$ cat src/rtl/pport_pkg.sv
package pport_pkg;
    localparam int BYTE_W = 8;
    localparam int CTL_W  = 6;

    typedef enum logic [1:0] {
        OFS_DATA = 2'd0,
        OFS_STAT = 2'd1,
        OFS_CTRL = 2'd2,
        OFS_NONE = 2'd3
    } ofs_e;

    typedef struct packed {
        logic [BYTE_W-1:0] dat;
        logic [CTL_W-1:0]  ctl;
        logic              tmo;
    } regs_t;
endpackage

$ cat src/rtl/pport_sync.sv
module pport_sync #(
    parameter int             W       = 8,
    parameter int             STAGES  = 2,
    parameter logic [W-1:0]   RST_VAL = '1
) (
    input  logic         clk,
    input  logic         rst_n,
    input  logic [W-1:0] d,
    output logic [W-1:0] q
);
    logic [W-1:0] stg_q [STAGES];

    always_ff @(posedge clk or negedge rst_n) begin
        if (!rst_n) begin
            for (int i = 0; i < STAGES; i++) stg_q[i] <= RST_VAL;
        end else begin
            stg_q[0] <= d;
            for (int i = 1; i < STAGES; i++) stg_q[i] <= stg_q[i-1];
        end
    end

    assign q = stg_q[STAGES-1];
endmodule

$ cat src/rtl/pport_ctl_map.sv
module pport_ctl_map #(
    parameter int           N        = 4,
    parameter logic [N-1:0] INV_MASK = 4'b1011
) (
    input  logic [N-1:0] bits,
    output logic [N-1:0] pins
);
    for (genvar g = 0; g < N; g++) begin : g_pin
        if (INV_MASK[g]) begin : g_inv
            assign pins[g] = ~bits[g];
        end else begin : g_dir
            assign pins[g] = bits[g];
        end
    end
endmodule

$ cat src/rtl/pport_ack_edge.sv
module pport_ack_edge (
    input  logic clk,
    input  logic rst_n,
    input  logic ack_s,
    input  logic mask,
    output logic irq
);
    typedef struct packed {
        logic prev;
        logic pulse;
    } edge_t;

    edge_t e_d, e_q;

    always_comb begin
        e_d.prev  = ack_s;
        e_d.pulse = e_q.prev & ~ack_s & ~mask;
    end

    always_ff @(posedge clk or negedge rst_n) begin
        if (!rst_n) e_q <= '{prev: 1'b1, pulse: 1'b0};
        else        e_q <= e_d;
    end

    assign irq = e_q.pulse;
endmodule

$ cat src/rtl/pport_regif.sv
module pport_regif
    import pport_pkg::*;
#(
    parameter int             SYNC_STAGES  = 2,
    parameter int             ST_W         = 5,
    parameter int             CPIN_W       = 4,
    parameter logic [3:0]     CPIN_INV     = 4'b1011,
    parameter logic [7:0]     DATA_RST     = 8'hFF,
    parameter logic [5:0]     CTL_RST      = 6'h0C
) (
    input  logic              clk,
    input  logic              rst_n,
    input  logic [1:0]        addr,
    input  logic              wr_en,
    input  logic [7:0]        wr_data,
    output logic [7:0]        rd_data,
    input  logic [7:0]        pd_in,
    output logic [7:0]        pd_out,
    output logic              pd_oe,
    output logic [3:0]        ctl_pins,
    input  logic [ST_W-1:0]   st_pins,
    input  logic              tmo_strobe,
    output logic              irq
);
    localparam int ACK_IDX  = 3;
    localparam int BUSY_IDX = ST_W - 1;
    localparam int REV_BIT  = 5;
    localparam int MSK_BIT  = 4;

    regs_t regs_d, regs_q;
    logic [BYTE_W-1:0] pd_s;
    logic [ST_W-1:0]   st_s;
    logic [BYTE_W-1:0] stat_byte;
    ofs_e              ofs;

    pport_sync #(.W(BYTE_W), .STAGES(SYNC_STAGES), .RST_VAL('1)) u_dsync (
        .clk(clk), .rst_n(rst_n), .d(pd_in), .q(pd_s)
    );

    pport_sync #(.W(ST_W), .STAGES(SYNC_STAGES), .RST_VAL('1)) u_ssync (
        .clk(clk), .rst_n(rst_n), .d(st_pins), .q(st_s)
    );

    pport_ctl_map #(.N(CPIN_W), .INV_MASK(CPIN_INV)) u_cmap (
        .bits(regs_q.ctl[CPIN_W-1:0]), .pins(ctl_pins)
    );

    pport_ack_edge u_ack (
        .clk(clk), .rst_n(rst_n), .ack_s(st_s[ACK_IDX]),
        .mask(regs_q.ctl[MSK_BIT]), .irq(irq)
    );

    assign ofs       = ofs_e'(addr);
    assign stat_byte = {~st_s[BUSY_IDX], st_s[ACK_IDX:0], 2'b11, regs_q.tmo};

    always_comb begin
        regs_d = regs_q;
        if (wr_en) begin
            case (ofs)
                OFS_DATA: regs_d.dat = wr_data;
                OFS_CTRL: regs_d.ctl = wr_data[CTL_W-1:0];
                OFS_STAT: if (wr_data[0]) regs_d.tmo = 1'b0;
                default:  ;
            endcase
        end
        if (tmo_strobe) regs_d.tmo = 1'b1;
    end

    always_ff @(posedge clk or negedge rst_n) begin
        if (!rst_n) regs_q <= '{dat: DATA_RST, ctl: CTL_RST, tmo: 1'b0};
        else        regs_q <= regs_d;
    end

    always_comb begin
        case (ofs)
            OFS_DATA: rd_data = regs_q.ctl[REV_BIT] ? pd_s : regs_q.dat;
            OFS_STAT: rd_data = stat_byte;
            OFS_CTRL: rd_data = {2'b00, regs_q.ctl};
            default:  rd_data = '0;
        endcase
    end

    assign pd_out = regs_q.dat;
    assign pd_oe  = ~regs_q.ctl[REV_BIT];
endmodule

$ cat config.mk
export PLATFORM = sky130hd
export DESIGN_NAME = pport_regif
export DESIGN_NICKNAME = d
export VERILOG_FILES = /design/src/rtl/pport_pkg.sv /design/src/rtl/pport_sync.sv /design/src/rtl/pport_ctl_map.sv /design/src/rtl/pport_ack_edge.sv /design/src/rtl/pport_regif.sv
export SDC_FILE = /design/constraint.sdc
export NUM_CORES = 1
export LEC_CHECK = 0
export ABC_AREA = 1
export ABC_CLOCK_PERIOD_IN_PS = 920
export BUFFER_PORTS_ARGS = -buffer_cell sky130_fd_sc_hd__buf_4
export CORE_MARGIN = 1.5
export CORE_UTILIZATION = 46
export DETAILED_ROUTE_END_ITERATION = 10
export GPL_ROUTABILITY_DRIVEN = 0
export PLACE_DENSITY = 0.8
export SETUP_SLACK_MARGIN = 0.02
export SLEW_MARGIN = 20
export SYNTH_ARGS = -nofsm -noshare
export SYNTH_HDL_FRONTEND = slang
export SYNTH_SLANG_ARGS = --single-unit
$ cat constraint.sdc
create_clock -name clk -period 0.92 [get_ports clk]
set_input_delay 0.184 -clock clk [delete_from_list [all_inputs] [get_ports clk]]
set_output_delay 0.184 -clock clk [all_outputs]
set_load 0.02 [all_outputs]
==> impl_metrics.toml <==
[run_status]
status = "finished with violations"
violations = "setup timing"

[clock_tree]
cts_num_sinks = 43
numCtsBuffers = 5
cts.path.max_buffers = 2
cts_tree = "done"
cts_root_buffer = "clkbuf_8"
clk_latency_ns = 0.29
clk_pin_slew_worst_paths_ns = 0.08
htreeDepth = 2

[critical_path]
crit_chain = "buf_6 -> nand2_4 -> nand2_4 -> o21ai_4 -> buf_6"
slowest_stage = "dfrtp_2"
end_kind = "primary output"
worstPathArrival_ns = 1.30
crit_required_ns = 0.74
cp-start-kind = "register"
path_class = "reg2out"
critPathBufInv = 2
critPathTopFamily = "flip-flops"
crit_path_max_incr_delay_ns = 0.48
cp_max_fo = 6

[floorplan]
ios = 49
die_x_um = 65.3
dieArea_um2 = 4260
die_y_um = 65.3
initial_core_util_pct = 48.4
core_um2 = 3690
rows = 22

[logic_synthesis]
netlist_instances = 183
avgSynthCellArea_um2 = 9.75
synth_top_area_share_pct = 54.5
netlist_top_cells_area = "dfstp_2 (54%), nand2_1 (14%), dfrtp_1 (8.4%), nand3_1 (6.7%), buf_4 (4.6%)"
synth_area_um2 = 1780
syn_nets = 210
yosysTopAreaCell = "dfstp_2"
ys_seq_elements = 43
ys_seq_area_share_pct = 62.9
yosysWarnings = 0
ys_types = 18

[routing]
drt_iter0_markers = 117
routedWlPerCell_um = 13.3
via_count = 1487
viasPerCell = 4.68
dr.pass1.iters = 4
antenna_left = 0
drc = 0
drt-total-wl_um = 4220

[power_and_ir_drop]
p_leak_nw = 1.40
power_mw = 5.18
peakVddDrop_mv = 1.27
powerDensity_nw_per_um2 = 1840

[final_layout]
mostFrequentLayoutCell = "nand2_1"
nets = 296
multi_input_area_um2 = 543
n_antenna_cell = 0
fillCellCount = 240
drive_above_1_share_pct = 56.7
seqCellArea_um2 = 1120
layout_common_cells = "nand2_1 (55), buf_4 (41), buf_6 (37), dfstp_2 (37), nand3_1 (21)"
design_area_um2 = 2810
finalNonFillerCells = 318
area_growth_pct = 57.6

[sta]
fin_crit_ns = 1.49
rsz0062_at_grt = "true"
max_freq_mhz = 673
finalWorstSetupSlack_ns = -0.565
timing.max_slew.rel_slack_pct = 66.5
worst_pin_slew_ns = 0.502
tns_ns = -8.37
setup_viol = 22
drv_slew = 0
hold_viol_final = 0
fin_crit_sh_pct = 161
clock_skew_ns = 0.00599
whs_ns = 0.0754

[global_routing]
track_usage_pct = 22.0
grt_pass1_wl_um = 6860
antenna_found_initial = 0
grt_pass1_vias = 1472
grt.overflow.total = 0
grt_max_degree = 44

[run]
maxCapViolCount = 0

[placed_design]
dp_hpwl_um = 2890
dpl-instance-area_um2 = 2340
numPortBuffers = 48
placedCellCount = 291

[min_path]
holdCritPathClass = "in2reg"
==> kinds of logic after synthesis <==
logic type	Yosys count	share of synthesized area (%)
AND/OR/NAND/NOR	100	25.2
buffers and inverters	38	11.4
flip-flops	43	62.9
AO/OA/AOI/OAI	2	0.561
==> per-stage QoR <==
stage | worst slack, ns | utilization (%)
final | -0.565 | 76.3
after floorplan | -0.104 | -
after global routing | -0.606 | 76.3
after detailed placement | -0.285 | 63.5
after CTS | -0.545 | 75.4
after global placement | -0.264 | 63.5
==> where the power goes <==
part / switching [mW] / total, mW / internal, mW
Sequential: 0.124 / 2.28 / 2.16
Combinational: 0.695 / 1.50 / 0.804
Clock: 0.593 / 1.40 / 0.812
==> worst reg2reg max path: stages (launching register included) <==
cell and delay [ns]:
dfstp_2 0.56, buf_6 0.10, buf_4 0.09, nand2_1 0.05
nand2_1 0.07
==> flip-flops by register name, indices dropped and copies added, names as in the netlist <==
signal / count
u_dsync.q: 8
regs_q: 7
u_ssync.stg_q: 5
u_ack.irq: 1
u_ack.e_q: 1
pd_out: 8
u_ssync.q: 5
u_dsync.stg_q: 8
==> final timing paths <==
check | cells after the start | slack, ns | start | end
max | 5 | -0.57 | regs_q[6] | rd_data[6]
min | 3 | 0.08 | tmo_strobe | regs_q[0]
max reg2reg | 4 | 0 | pd_out[7] | pd_out[7]
min reg2reg | 0 | 0.35 | u_ssync.stg_q[9] | u_ssync.q[4]
max in group asynchronous | 2 | 0.15 | rst_n | pd_out[3]
min in group asynchronous | 2 | 0.39 | rst_n | regs_q[6]
==> per-layer routing <==
| layer | track usage (%) | wire length (um) | share of wire [%] |
|---|---|---|---|
| met1 | 25.8 | 1750 | 41 |
| met2 | 37.8 | 2190 | 52 |
| met3 | 6.85 | 239 | 5.7 |
| met4 | 8.33 | 36 | 0.85 |
| met5 | 0 | 0 | 0 |
==> layout make-up <==
| cell class | instances | area share (%) |
|---|---|---|
| Sequential cell | 43 | 39.9 |
| Timing Repair Buffer | 93 | 31.5 |
| Multi-Input combinational cell | 102 | 19.3 |
| Inverter | 24 | 3.38 |
| Clock buffer | 7 | 2.71 |
| Tap cell | 48 | 2.14 |
| Clock inverter | 1 | 1.07 |
==> synthesized netlist by cell type, drive strengths merged <==
| library cell | instances |
|---|---|
| buf | 14 |
| dfrtp | 6 |
| dfstp | 37 |
| inv | 24 |
| nand2 | 70 |
| nand3 | 25 |
| nor2 | 2 |
| nor3b | 1 |
| o21ai | 2 |
| or2 | 2 |
==> repair_timing <==
item                                   in CTS  in global routing
pin swaps                                  17                  2
endpoints found under the hold margin      19                  0
setup endpoints to repair                  22                 22
hold buffers                               14                  0
buffers inserted                            3                  5
gates resized for setup                    52                  4
(Power assumes the default switching activity.)
